==> src/rtl/memadd_pkg.sv <==
package memadd_pkg;

  localparam int INSTR_W = 16;
  localparam int OPC_W   = 4;
  localparam logic [OPC_W-1:0] OPC_MEMADD = 4'b1010;

  typedef enum logic [2:0] {
    ST_IDLE,
    ST_RDREG,
    ST_MWAIT,
    ST_EXEC,
    ST_FIN
  } state_t;

  typedef struct packed {
    logic n;
    logic z;
    logic p;
  } cc_t;

  localparam cc_t CC_RESET = '{n: 1'b0, z: 1'b1, p: 1'b0};

endpackage

==> src/rtl/memadd_decode.sv <==
module memadd_decode #(
  parameter int DATA_W  = 16,
  parameter int RADDR_W = 3,
  parameter int IMM_W   = 5,
  localparam int FIELD_W = IMM_W + 1 + 2 * RADDR_W
) (
  input  logic [FIELD_W-1:0] fields,
  output logic [RADDR_W-1:0] dst,
  output logic [RADDR_W-1:0] src_addr,
  output logic [RADDR_W-1:0] src_reg,
  output logic               use_imm,
  output logic [DATA_W-1:0]  imm_ext
);

  localparam int MODE_POS = IMM_W;
  localparam int SRCA_LSB = IMM_W + 1;
  localparam int DST_LSB  = SRCA_LSB + RADDR_W;

  logic [IMM_W-1:0] imm_raw;

  always_comb begin
    dst      = fields[DST_LSB +: RADDR_W];
    src_addr = fields[SRCA_LSB +: RADDR_W];
    src_reg  = fields[RADDR_W-1:0];
    use_imm  = fields[MODE_POS];
    imm_raw  = fields[IMM_W-1:0];
    imm_ext  = {{(DATA_W-IMM_W){imm_raw[IMM_W-1]}}, imm_raw};
  end

endmodule

==> src/rtl/memadd_result.sv <==
module memadd_result
  import memadd_pkg::*;
#(
  parameter int DATA_W = 16
) (
  input  logic [DATA_W-1:0] mem_word,
  input  logic [DATA_W-1:0] operand,
  output logic [DATA_W-1:0] sum,
  output cc_t               cc_next
);

  always_comb begin
    sum       = mem_word + operand;
    cc_next.n = sum[DATA_W-1];
    cc_next.z = (sum == '0);
    cc_next.p = !sum[DATA_W-1] && (sum != '0);
  end

endmodule

==> src/rtl/memadd_exec.sv <==
module memadd_exec
  import memadd_pkg::*;
#(
  parameter int DATA_W  = 16,
  parameter int RADDR_W = 3,
  parameter int IMM_W   = 5
) (
  input  logic               clk,
  input  logic               rst,
  input  logic               start,
  input  logic [15:0]        instr,
  output logic               done,
  output logic [RADDR_W-1:0] rf_raddr_a,
  output logic [RADDR_W-1:0] rf_raddr_b,
  input  logic [DATA_W-1:0]  rf_rdata_a,
  input  logic [DATA_W-1:0]  rf_rdata_b,
  output logic               rf_we,
  output logic [RADDR_W-1:0] rf_waddr,
  output logic [DATA_W-1:0]  rf_wdata,
  output logic               mem_req,
  output logic [DATA_W-1:0]  mem_addr,
  input  logic               mem_ready,
  input  logic [DATA_W-1:0]  mem_rdata,
  output logic               cc_n,
  output logic               cc_z,
  output logic               cc_p
);

  localparam int FIELD_W = IMM_W + 1 + 2 * RADDR_W;
  localparam logic [DATA_W-1:0] ALIGN_MASK = {{(DATA_W-1){1'b1}}, 1'b0};

  state_t              state;
  logic [FIELD_W-1:0]  ir_q;
  logic [DATA_W-1:0]   opnd_q;
  logic [DATA_W-1:0]   mword_q;
  cc_t                 cc_q;

  logic [RADDR_W-1:0]  dec_dst;
  logic [RADDR_W-1:0]  dec_srca;
  logic [RADDR_W-1:0]  dec_srcr;
  logic                dec_use_imm;
  logic [DATA_W-1:0]   dec_imm;
  logic [DATA_W-1:0]   res_sum;
  cc_t                 res_cc;
  logic                accept;

  memadd_decode #(
    .DATA_W (DATA_W),
    .RADDR_W(RADDR_W),
    .IMM_W  (IMM_W)
  ) u_decode (
    .fields  (ir_q),
    .dst     (dec_dst),
    .src_addr(dec_srca),
    .src_reg (dec_srcr),
    .use_imm (dec_use_imm),
    .imm_ext (dec_imm)
  );

  memadd_result #(
    .DATA_W(DATA_W)
  ) u_result (
    .mem_word(mword_q),
    .operand (opnd_q),
    .sum     (res_sum),
    .cc_next (res_cc)
  );

  assign accept     = start && (instr[INSTR_W-1 -: OPC_W] == OPC_MEMADD);
  assign rf_raddr_a = dec_srca;
  assign rf_raddr_b = dec_srcr;
  assign cc_n       = cc_q.n;
  assign cc_z       = cc_q.z;
  assign cc_p       = cc_q.p;

  always_ff @(posedge clk) begin
    if (rst) begin
      state    <= ST_IDLE;
      ir_q     <= '0;
      opnd_q   <= '0;
      mword_q  <= '0;
      mem_req  <= 1'b0;
      mem_addr <= '0;
      rf_we    <= 1'b0;
      rf_waddr <= '0;
      rf_wdata <= '0;
      done     <= 1'b0;
      cc_q     <= CC_RESET;
    end else begin
      rf_we <= 1'b0;
      done  <= 1'b0;
      case (state)
        ST_IDLE: begin
          if (accept) begin
            ir_q  <= instr[FIELD_W-1:0];
            state <= ST_RDREG;
          end
        end
        ST_RDREG: begin
          // both sources captured here, before any write
          opnd_q   <= dec_use_imm ? dec_imm : rf_rdata_b;
          mem_addr <= rf_rdata_a & ALIGN_MASK;
          mem_req  <= 1'b1;
          state    <= ST_MWAIT;
        end
        ST_MWAIT: begin
          if (mem_ready) begin
            mword_q <= mem_rdata;
            mem_req <= 1'b0;
            state   <= ST_EXEC;
          end
        end
        ST_EXEC: begin
          rf_we    <= 1'b1;
          rf_waddr <= dec_dst;
          rf_wdata <= res_sum;
          cc_q     <= res_cc;
          state    <= ST_FIN;
        end
        ST_FIN: begin
          done  <= 1'b1;
          state <= ST_IDLE;
        end
        default: state <= ST_IDLE;
      endcase
    end
  end

endmodule

==> config.mk <==
export PLATFORM = sky130hd
export DESIGN_NAME = memadd_exec
export DESIGN_NICKNAME = d
export VERILOG_FILES = /design/src/rtl/memadd_pkg.sv /design/src/rtl/memadd_decode.sv /design/src/rtl/memadd_result.sv /design/src/rtl/memadd_exec.sv
export SDC_FILE = /design/constraint.sdc
export NUM_CORES = 1
export LEC_CHECK = 0
export ABC_AREA = 1
export BUFFER_PORTS_ARGS = -buffer_cell sky130_fd_sc_hd__buf_2
export CORE_ASPECT_RATIO = 0.75
export CORE_MARGIN = 5
export CORE_UTILIZATION = 25
export CTS_CLUSTER_DIAMETER = 40
export DETAILED_ROUTE_END_ITERATION = 10
export GPL_TIMING_DRIVEN = 0
export PLACE_DENSITY_LB_ADDON = 0.1
export SLEW_MARGIN = 20
export SYNTH_ARGS = -nofsm -noshare
export SYNTH_HDL_FRONTEND = slang
export SYNTH_SLANG_ARGS = --single-unit
==> constraint.sdc <==
create_clock -name clk -period 3 [get_ports clk]
set_input_delay 0 -clock clk [delete_from_list [all_inputs] [get_ports clk]]
set_output_delay 0 -clock clk [all_outputs]
set_load 0.005 [all_outputs]
==> flow_summary.ini, run 1 <==
[outcome]
run_status = complete, but fails checks
violations = hold timing

[cts]
cts_htree_levels = 3
cts_setup_buffers = 0
cts_buffers = 9
cts-hold-fix-buffers = 42
clk_pin_slew_ns = 0.06
clock_path_buffers = 2
clk_latency_ns = 0.35
cts.sinks = 86
cts_root_buf = clkbuf_16
cts_tree = yes
cts_resized = 0

[placed_design]
routabilityCongestion = 0.786
dpl.hpwl_um = 10900
io_buffer_count = 111
dp_slack_ns = 0.635

[synth]
synthFlopType = dfxtp_1
synthCells = 630
postSynthAreaPerCell_um2 = 6.81
synth.largest_area_cell = dfxtp_1
synthTopCellsByCount = inv_1 (120), nand2_1 (100), dfxtp_1 (86), o21ai_0 (81), nor2_1 (68)
yosysUniqueCellTypes = 30
ys_ff_latch = 86
async_flop_share_pct = 0
syn_nets = 714
synthTopCellsByArea = dfxtp_1 (40%), inv_1 (10%), o21ai_0 (9.4%)
synth_edf_count = 0
ys_seq_area_share_pct = 40.1
synth_top_area_share_pct = 40.1
yosys.cell_count.top_type = inv_1
syn_area_mm2 = 0.00429
yosysWarningCount = 0

[setup_path]
cp_slowest_cell = fa_1
cp.buffers_inverters = 2
r2r-end = cc_p$_SDFFE_PP0P_
cp.required_ns = 3.21
regToRegSetupSlack_ns = 0.64
cp_cell_sequence = ha_1 > inv_1 > fa_1 > inv_1 > nand2_1 > nand2_1 > nand3_1 > nand2_1 > nand3b_1 > nand3_1 > nand2_1 > nor2_1 > nand3_2 > nand2_1 > a21oi_2
timing.rr.start = opnd_q[0]$_SDFFE_PP0P_
critPathMaxStageDelay_ns = 0.40
cp-start-kind = flip-flop
worst-path-max-fanout = 4
critical_path_class = flip-flop to flip-flop
crit_path_end_kind = flip-flop
ff2ff_path_depth = 15
crit_top_cell = nand2_1
crit_family = simple AND/OR/NAND/NOR gates
critical_path_arrival_ns = 2.57

[detailed_routing]
ant_nets = 0
drt_iter0_markers = 170
avgViaCountPerCell = 4.29
dr_total_vias = 4346
drc_errors = 0
drtPass1Iterations = 4
routedWlPerCell_um = 13.4
wl_um = 13500

[worst_hold_path]
min_to = mword_q[3]$_SDFFE_PP0P_
holdPathStages = 3
hold_path_class = input pin to flip-flop
min_from = mem_rdata[3]

[global_routing]
grt_pass1_wl_um = 22200
antenna_found_initial = 0
grt_pass1_vias = 4415
overflow = 0
grt_max_degree = 15
gr-usage-all-layers_pct = 14.1

[sta]
tns_ns = 0
setup_violations = 0
slew_viol_final = 0
rsz0062_at_grt = false
period_minus_slack_ns = 2.36
max_freq_mhz = 423
fin_skew_ns = 0.00859
period_share_pct = 78.8
whs_ns = -0.00485
hold_viol = 1
relSlewSlack_pct = 58.4
tightestPinTransition_ns = 0.624
timing.final.ws_setup_ns = 0.637

[floorplan]
start_util_pct = 25.5
core_area_mm2 = 0.0168
rows = 41
fp.dieH_um = 123
pin_count = 115
die_area_mm2 = 0.0199
chipWidth_um = 161

[power_and_ir_drop]
leakage_nw = 2.86
power_density_mw_per_mm2 = 442
vdd_drop_max_mv = 0.271

[cells_and_area]
final_layout_size_suffix_gt1_share_pct = 18.9
area_growth_pct = 36.3
num-fill-cells = 1852
antenna_cells = 0
nets = 878

[job]
drv_cap = 0
## cell type report
cell class                      instances  area (µm²)  share of cell area [%]
Inverter                              123         462                    7.89
Buffer                                 32         145                    2.48
Clock buffer                           10         229                    3.91
Sequential cell                        86        1720                    29.4
Tap cell                              215         269                    4.60
Timing Repair Buffer                  153         976                    16.7
Multi-Input combinational cell        389        1960                    33.6
Clock inverter                          5        83.8                    1.43
## per-stage QoR
stage	util, %	cells	cell area [µm²]	hold slack [ns]	power (mW)
after floorplan	-	630	4290	0.165	1.28
after global placement	30.4	956	5120	0.253	1.37
after detailed placement	30.4	956	5120	0.259	1.37
after CTS	34.8	1013	5850	0.00629	2.63
after global routing	34.8	1013	5850	0.0133	2.71
final	34.8	1013	5850	-0.00485	2.59
## worst register-to-register path: cells and delay by family, from the launching register on
| kind | cells | cell delay, ns |
|---|---|---|
| AO/OA/AOI/OAI | 1 | 0.05 |
| adder cells (fa/ha/maj) | 2 | 0.64 |
| buffers and inverters | 2 | 0.18 |
| flip-flops | 1 | 0.33 |
| AND/OR/NAND/NOR | 10 | 1.03 |
## flip-flops by register name, summed over array words and instances, names as in the netlist
name      cells
cc_z          1
state         3
rf_wdata     16
mword_q      16
ir_q         12
opnd_q       16
rf_we         1
mem_addr     15
rf_waddr      3
done          1
mem_req       1
cc_p          1
## how the worst max path moves through the flow
stage / from / to / slack [ns] / depth (start not counted)
floorplan: opnd_q[0]$_SDFFE_PP0P_ / cc_p$_SDFFE_PP0P_ / 1.03 / 15
global placement: opnd_q[0]$_SDFFE_PP0P_ / cc_p$_SDFFE_PP0P_ / 0.66 / 15
detailed placement: opnd_q[0]$_SDFFE_PP0P_ / cc_p$_SDFFE_PP0P_ / 0.64 / 15
CTS: opnd_q[0]$_SDFFE_PP0P_ / cc_p$_SDFFE_PP0P_ / 0.62 / 15
global route: opnd_q[0]$_SDFFE_PP0P_ / cc_p$_SDFFE_PP0P_ / 0.37 / 15
finish: opnd_q[0]$_SDFFE_PP0P_ / cc_p$_SDFFE_PP0P_ / 0.64 / 15
## cell families (layout without fill, tap and decap cells)
group | Yosys count | in the layout | share of synthesized area [%]
other | 1 | 1 | 0.0874
adder cells (fa/ha/maj) | 16 | 16 | 4.84
flip-flops | 86 | 86 | 40.1
buffers and inverters | 155 | 323 | 14.1
XOR/XNOR | 2 | 2 | 0.408
AO/OA/AOI/OAI | 156 | 156 | 19.5
AND/OR/NAND/NOR | 214 | 214 | 20.9
## layer usage
metal | vias up | share of wire [%] | track usage (%)
met2 | 98 | 41 | 21.7
met4 | 0 | 1.4 | 3.57
met3 | 12 | 5.3 | 4.50
li1 | 2309 | - | -
met1 | 1927 | 52 | 19.4
met5 | - | 0 | 0
## cell usage in the layout, fill, tap and decap left out, types with 2 or more instances in the layout
cell,synthesis,final
inv_1,120,120
nor2_2,4,4
nand4_1,4,4
a211oi_1,8,8
a21oi_2,4,4
o211ai_1,6,6
buf_2,5,116
clkinvlp_4,0,2
nand3_1,28,28
clkbuf_16,0,9
buf_4,5,5
nor4_1,2,2
nand2_1,100,100
nand3_2,2,2
o21ai_0,81,81
bufinv_16,0,2
inv_2,2,2
clkbuf_1,21,22
nand3b_1,2,2
dfxtp_1,86,86
dlygate4sd3_1,0,42
xnor2_1,2,2
ha_1,15,15
nand2_2,2,2
nor2_1,68,68
a21oi_1,55,55
## where the power goes
group	total (mW)	switching (mW)	internal, mW
Clock	1.20	0.474	0.728
Combinational	0.218	0.108	0.110
Sequential	1.17	0.0100	1.16
No activity file was read; power rests on OpenSTA's default activity.
==> run 2: changes to the inputs <==
--- a/config.mk
+++ b/config.mk
@@ -5,7 +5,7 @@
 export SDC_FILE = /design/constraint.sdc
 export NUM_CORES = 1
 export LEC_CHECK = 0
-export ABC_AREA = 1
+export ABC_AREA = 0
 export BUFFER_PORTS_ARGS = -buffer_cell sky130_fd_sc_hd__buf_2
 export CORE_ASPECT_RATIO = 0.75
 export CORE_MARGIN = 5
==> constraint.sdc (replaced) <==
create_clock -name clk -period 2.1 [get_ports clk]
set_input_delay 0 -clock clk [delete_from_list [all_inputs] [get_ports clk]]
set_output_delay 0 -clock clk [all_outputs]
set_load 0.005 [all_outputs]
==> flow_summary.ini, run 2 <==
[outcome]
run_status = complete, but fails checks
violations = setup timing

[detailed_routing]
drt_iter0_markers = 199
routedWlPerCell_um = 14.8
avgViaCountPerCell = 4.44
ant_nets = 0
drc_errors = 0
wl_um = 12800
drtPass1Iterations = 4
dr_total_vias = 3853

[cells_and_area]
nets = 742
final_cell_mix = buf_2 (111), nand2_1 (87), dfxtp_1 (79)
num-fill-cells = 1633
final_common_cell = buf_2
area_growth_pct = 50.3
largest_registers = mword_q (16), opnd_q (16), rf_wdata (16)
final_layout_size_suffix_gt1_share_pct = 30.8

[power_and_ir_drop]
internal_power_mw = 2.84
power_density_mw_per_mm2 = 605
swShare_pct = 21.4
comb_power_share_pct = 8.4
vdd_drop_max_mv = 0.417
p_switching_mw = 0.771
leakage_nw = 2.51
seqPwrFrac_pct = 45.9
power_frac_clock_pct = 45.7
power_mw = 3.61

[global_routing]
overflow = 0
gr-usage-all-layers_pct = 13.9
grt_pass1_vias = 3999
grt_max_degree = 14
antenna_found_initial = 0
grt_pass1_wl_um = 20700

[job]
drv_cap = 0

[placed_design]
dpl.hpwl_um = 9480
io_buffer_count = 111
routabilityCongestion = 0.774

[floorplan]
rows = 39
fp.dieH_um = 119
pin_count = 115
die_area_mm2 = 0.0185
chipWidth_um = 155
start_util_pct = 25.7
core_area_mm2 = 0.0154

[setup_path]
cp.buffers_inverters = 1
crit_path_end_kind = flip-flop
critical_path_arrival_ns = 3.05
cp_cell_sequence = ha_4 > inv_4 > fa_2 > and2b_2 > o31ai_4 > a31oi_4 > xor2_2 > or4b_1 > or4_1 > o21ai_1
cp.required_ns = 2.36
critical_path_class = flip-flop to flip-flop
cp-start-kind = flip-flop
critPathMaxStageDelay_ns = 0.49
worst-path-max-fanout = 3
crit_family = simple AND/OR/NAND/NOR gates
cp_slowest_cell = or4b_1

[sta]
hold_viol = 0
period_minus_slack_ns = 2.80
max_freq_mhz = 358
period_share_pct = 133
setup_violations = 6
slew_viol_final = 0
fin_skew_ns = 0.00810
rsz0062_at_grt = true
relSlewSlack_pct = 51.9
tns_ns = -2.26
tightestPinTransition_ns = 0.722
timing.final.ws_setup_ns = -0.696

[synth]
yosysWarningCount = 0
synth.largest_area_cell = dfxtp_1
synthCells = 483
synthFlopType = dfxtp_1
syn_nets = 567
synthTopCellsByArea = dfxtp_1 (43%), a21oi_1 (9.1%), nand2_1 (8.3%)
ys_seq_area_share_pct = 43.4
synth_top_area_share_pct = 43.4
synth_edf_count = 0
synthTopCellsByCount = nand2_1 (88), dfxtp_1 (86), a21oi_1 (72), nor2_1 (56), clkbuf_1 (30)
async_flop_share_pct = 0
ys_ff_latch = 86
syn_area_mm2 = 0.00397
postSynthAreaPerCell_um2 = 8.21
yosys.cell_count.top_type = nand2_1
yosysUniqueCellTypes = 52

[cts]
clk_latency_ns = 0.33
cts_htree_levels = 3
cts_tree = yes
clock_path_buffers = 2
cts.sinks = 86
clk_pin_slew_ns = 0.06
cts_root_buf = clkbuf_16
cts_buffers = 9

[worst_hold_path]
hold_path_class = input pin to flip-flop
## run 2: power groups by stage
| stage | combinational (mW) | clock, mW | sequential (mW) |
|---|---|---|---|
| 3_3_place_gp | 0.227 | 0 | 1.69 |
| 4_1_cts | 0.301 | 1.71 | 1.66 |
| 3_5_place_dp | 0.228 | 0 | 1.69 |
| 5_1_grt | 0.338 | 1.77 | 1.66 |
| 6_report | 0.305 | 1.65 | 1.66 |
| 2_1_floorplan | 0.120 | 0 | 1.69 |
## run 2: worst paths after layout
| check | cells after the start | slack [ns] | from | endpoint |
|---|---|---|---|---|
| max | 10 | -0.70 | opnd_q[0]$_SDFFE_PP0P_ | cc_z$_SDFFE_PP1P_ |
| min | 3 | 0.008 | rf_rdata_b[3] | opnd_q[3]$_SDFFE_PP0P_ |
| max reg2reg | 10 | -0.70 | opnd_q[0]$_SDFFE_PP0P_ | cc_z$_SDFFE_PP1P_ |
| min reg2reg | 2 | 0.45 | rf_wdata[6]$_SDFFE_PP0P_ | rf_wdata[6]$_SDFFE_PP0P_ |
## run 2: cell families (layout without fill, tap and decap cells)
family          Yosys count  count (layout)  synth area share, %
compound gates          118             118                 17.5
xor+xnor                 13              13                 2.87
fa+ha+maj                16              16                 5.23
buf+inv                  47             224                 5.30
flops                    86              86                 43.4
mux                      16              16                 4.04
other cells               1               3               0.0945
simple gates            186             186                 21.5
## run 2: repair_timing
action,CTS,global route
hold buffers,45,0
setup endpoints to repair,28,50
gates resized for setup,31,39
pin swaps,14,14
buffers inserted,6,4
endpoints found under the hold margin,45,0
## run 2: per-layer routing
layer	up-vias	part of all wire (%)	global-route usage [%]
met5	-	0	0
met4	0	0.68	2.95
met3	6	6.9	4.71
met2	97	43	21.9
met1	1754	49	18.5
li1	1996	-	-
## run 2: layout make-up
| class | instances | area (µm²) | share of cell area (%) |
|---|---|---|---|
| Multi-Input combinational cell | 350 | 2350 | 39.4 |
| Sequential cell | 86 | 1740 | 29.1 |
| Timing Repair Buffer | 166 | 1100 | 18.4 |
| Tap cell | 205 | 256 | 4.30 |
| Clock buffer | 9 | 225 | 3.78 |
| Buffer | 37 | 183 | 3.06 |
| Clock inverter | 4 | 73.8 | 1.24 |
| Inverter | 8 | 32.5 | 0.546 |
| Antenna cell | 2 | 5.00 | 0.0839 |
## run 2: per-stage QoR
stage               hold WS, ns  instances  area [µm²]  worst slack (ns)  utilization, %
finish                  0.00778        867        5960            -0.696            38.7
global route             0.0148        865        5960            -0.818            38.6
CTS                    0.000690        862        5780            -0.678            37.5
detailed placement        0.244        799        4840            -0.740            31.4
global placement          0.234        799        4840            -0.724            31.4
floorplan                 0.128        483        4030            -0.479               -
## run 2: worst reg2reg max path, delay by kind of cell (launching register included)
kind	cells	cell delay [ns]
xor+xnor	1	0.22
compound gates	3	0.60
simple gates	3	1.14
fa+ha+maj	2	0.35
buf+inv	1	0.05
flops	1	0.36
==> run 3: changes to the inputs <==
--- a/config.mk
+++ b/config.mk
@@ -5,12 +5,12 @@
 export SDC_FILE = /design/constraint.sdc
 export NUM_CORES = 1
 export LEC_CHECK = 0
-export ABC_AREA = 0
+export ABC_AREA = 1
 export BUFFER_PORTS_ARGS = -buffer_cell sky130_fd_sc_hd__buf_2
 export CORE_ASPECT_RATIO = 0.75
 export CORE_MARGIN = 5
 export CORE_UTILIZATION = 25
-export CTS_CLUSTER_DIAMETER = 40
+export CTS_CLUSTER_DIAMETER = 100
 export DETAILED_ROUTE_END_ITERATION = 10
 export GPL_TIMING_DRIVEN = 0
 export PLACE_DENSITY_LB_ADDON = 0.1
==> flow_summary.ini, run 3 (same netlist as run 1, synthesis figures left out) <==
[cells_and_area]
num-fill-cells = 1828
area_growth_pct = 43.4
final_area_mm2 = 0.00615
nets = 885
multi_input_area_mm2 = 0.00220
final_common_cell = inv_1
antenna_cells = 0
final_layout_size_suffix_gt1_share_pct = 25.1
final_cell_mix = inv_1 (118), buf_2 (115), nand2_1 (86)
post-route-util_pct = 36.6
seq_area_mm2 = 0.00173
largest_registers = mword_q (16), opnd_q (16), rf_wdata (16)

[cts]
cts_buffers = 9
cts_htree_levels = 3
cts.sinks = 86
clk_latency_ns = 0.35
clock_path_buffers = 2
cts_tree = yes
cts_root_buf = clkbuf_16
clk_pin_slew_ns = 0.06

[global_routing]
overflow = 0
grt_pass1_vias = 4524
gr-usage-all-layers_pct = 14.4
grt_max_degree = 15
grt_pass1_wl_um = 22600
antenna_found_initial = 0

[setup_path]
critPathMaxStageDelay_ns = 0.36
cp_slowest_cell = dfxtp_4
worst-path-max-fanout = 4
critical_path_class = flip-flop to flip-flop
cp-start-kind = flip-flop
crit_path_end_kind = flip-flop
cp.required_ns = 2.31
regToRegSetupSlack_ns = 0.06
critical_path_arrival_ns = 2.25
crit_top_cell = nand2_2
r2r-end = cc_p$_SDFFE_PP0P_
ff2ff_path_depth = 15
cp_cell_sequence = ha_4 > inv_2 > fa_2 > inv_2 > nand2_2 > nand2_4 > nand4_1 > nand2_2 > nand2_2 > nand3_4 > nand2_4 > nor2_4 > nand3_4 > nand2_2 > a21oi_2
timing.rr.start = opnd_q[0]$_SDFFE_PP0P_

[placed_design]
dpl_cell_area_mm2 = 0.00512
io_buffer_count = 111
dpl.hpwl_um = 10900
routabilityCongestion = 0.786

[detailed_routing]
dr_total_vias = 4402
wl_um = 13800
drc_errors = 0
drtPass1Iterations = 4
ant_nets = 0
avgViaCountPerCell = 4.32
routedWlPerCell_um = 13.5
drt_iter0_markers = 167

[worst_hold_path]
holdPathStages = 3
min_from = mem_rdata[3]
hold_path_class = input pin to flip-flop
min_to = mword_q[3]$_SDFFE_PP0P_

[power_and_ir_drop]
vdd_drop_max_mv = 0.386
leakage_nw = 2.90
power_density_mw_per_mm2 = 607

[sta]
period_share_pct = 97.0
relSlewSlack_pct = 59.6
max_freq_mhz = 491
whs_ns = -0.00876
fin_skew_ns = 0.00902
hold_viol = 1
slew_viol_final = 0
tightestPinTransition_ns = 0.605
setup_violations = 0
rsz0062_at_grt = true
period_minus_slack_ns = 2.04

[floorplan]
pin_count = 115
fp.dieH_um = 123
chipWidth_um = 161
start_util_pct = 25.5
rows = 41
core_area_mm2 = 0.0168
die_area_mm2 = 0.0199

[outcome]
run_status = complete, but fails checks
violations = hold timing

[job]
drv_cap = 0
==> run 3: how the worst max path moves through the flow <==
stage | slack, ns | end | cells after the start | from
after CTS | 0.002 | cc_p$_SDFFE_PP0P_ | 15 | mword_q[0]$_SDFFE_PP0P_
after detailed placement | -0.26 | cc_p$_SDFFE_PP0P_ | 15 | opnd_q[0]$_SDFFE_PP0P_
after floorplan | 0.13 | cc_p$_SDFFE_PP0P_ | 15 | opnd_q[0]$_SDFFE_PP0P_
after global routing | -0.06 | cc_p$_SDFFE_PP0P_ | 15 | opnd_q[0]$_SDFFE_PP0P_
final | 0.06 | cc_p$_SDFFE_PP0P_ | 15 | opnd_q[0]$_SDFFE_PP0P_
after global placement | -0.24 | cc_p$_SDFFE_PP0P_ | 15 | opnd_q[0]$_SDFFE_PP0P_
==> run 3: area by class of cell <==
cell class	instances	share of cell area, %
multi-input combinational	389	35.8
sequential	86	28.1
timing repair buffer	160	16.8
inverter	123	7.50
tap	215	4.37
clock buffer	10	3.72
buffer	32	2.40
clock inverter	5	1.36
==> run 3: metal layers <==
layer	GRT usage, %	wire length, µm	up-vias	share of wire, %
li1	-	-	2332	-
met1	19.4	7040	1962	51
met2	22.6	5830	96	42
met3	4.50	751	12	5.4
met4	3.57	191	0	1.4
met5	0	0	-	0
==> run 3: where the power goes <==
group | leakage, nW | switching [mW] | internal [mW]
logic | 2.06 | 0.169 | 0.176
clock network | 0.145 | 0.681 | 1.04
registers | 0.697 | 0.0166 | 1.65
total | 2.90 | 0.866 | 2.87
==> run 3: stage by stage <==
step,worst slack (ns),setup TNS [ns],total power [mW],hold WS (ns),cells
final,0.0635,0,3.73,-0.00876,1020
after global routing,-0.0600,-0.0600,3.91,0.0161,1020
after CTS,0.00160,0,3.77,0.00862,1019
after detailed placement,-0.265,-0.451,1.96,0.259,956
after global placement,-0.243,-0.396,1.95,0.253,956
after floorplan,0.128,0,1.83,0.165,630
==> run 3: timing repair <==
item	CTS	global route
setup endpoints to repair	5	3
resized for setup	28	34
hold buffers	43	0
endpoints found under the hold margin	43	0
buffers inserted	5	1
pin swaps	15	12
==> run 3: critical path: cells and delay by family, from the launching register on <==
| kind | cells | cell delay (ns) |
|---|---|---|
| adders and majority gates | 2 | 0.47 |
| buffers and inverters | 2 | 0.10 |
| and+or+nand+nor | 10 | 0.92 |
| AOI/OAI and AO/OA | 1 | 0.05 |
| DFF | 1 | 0.36 |
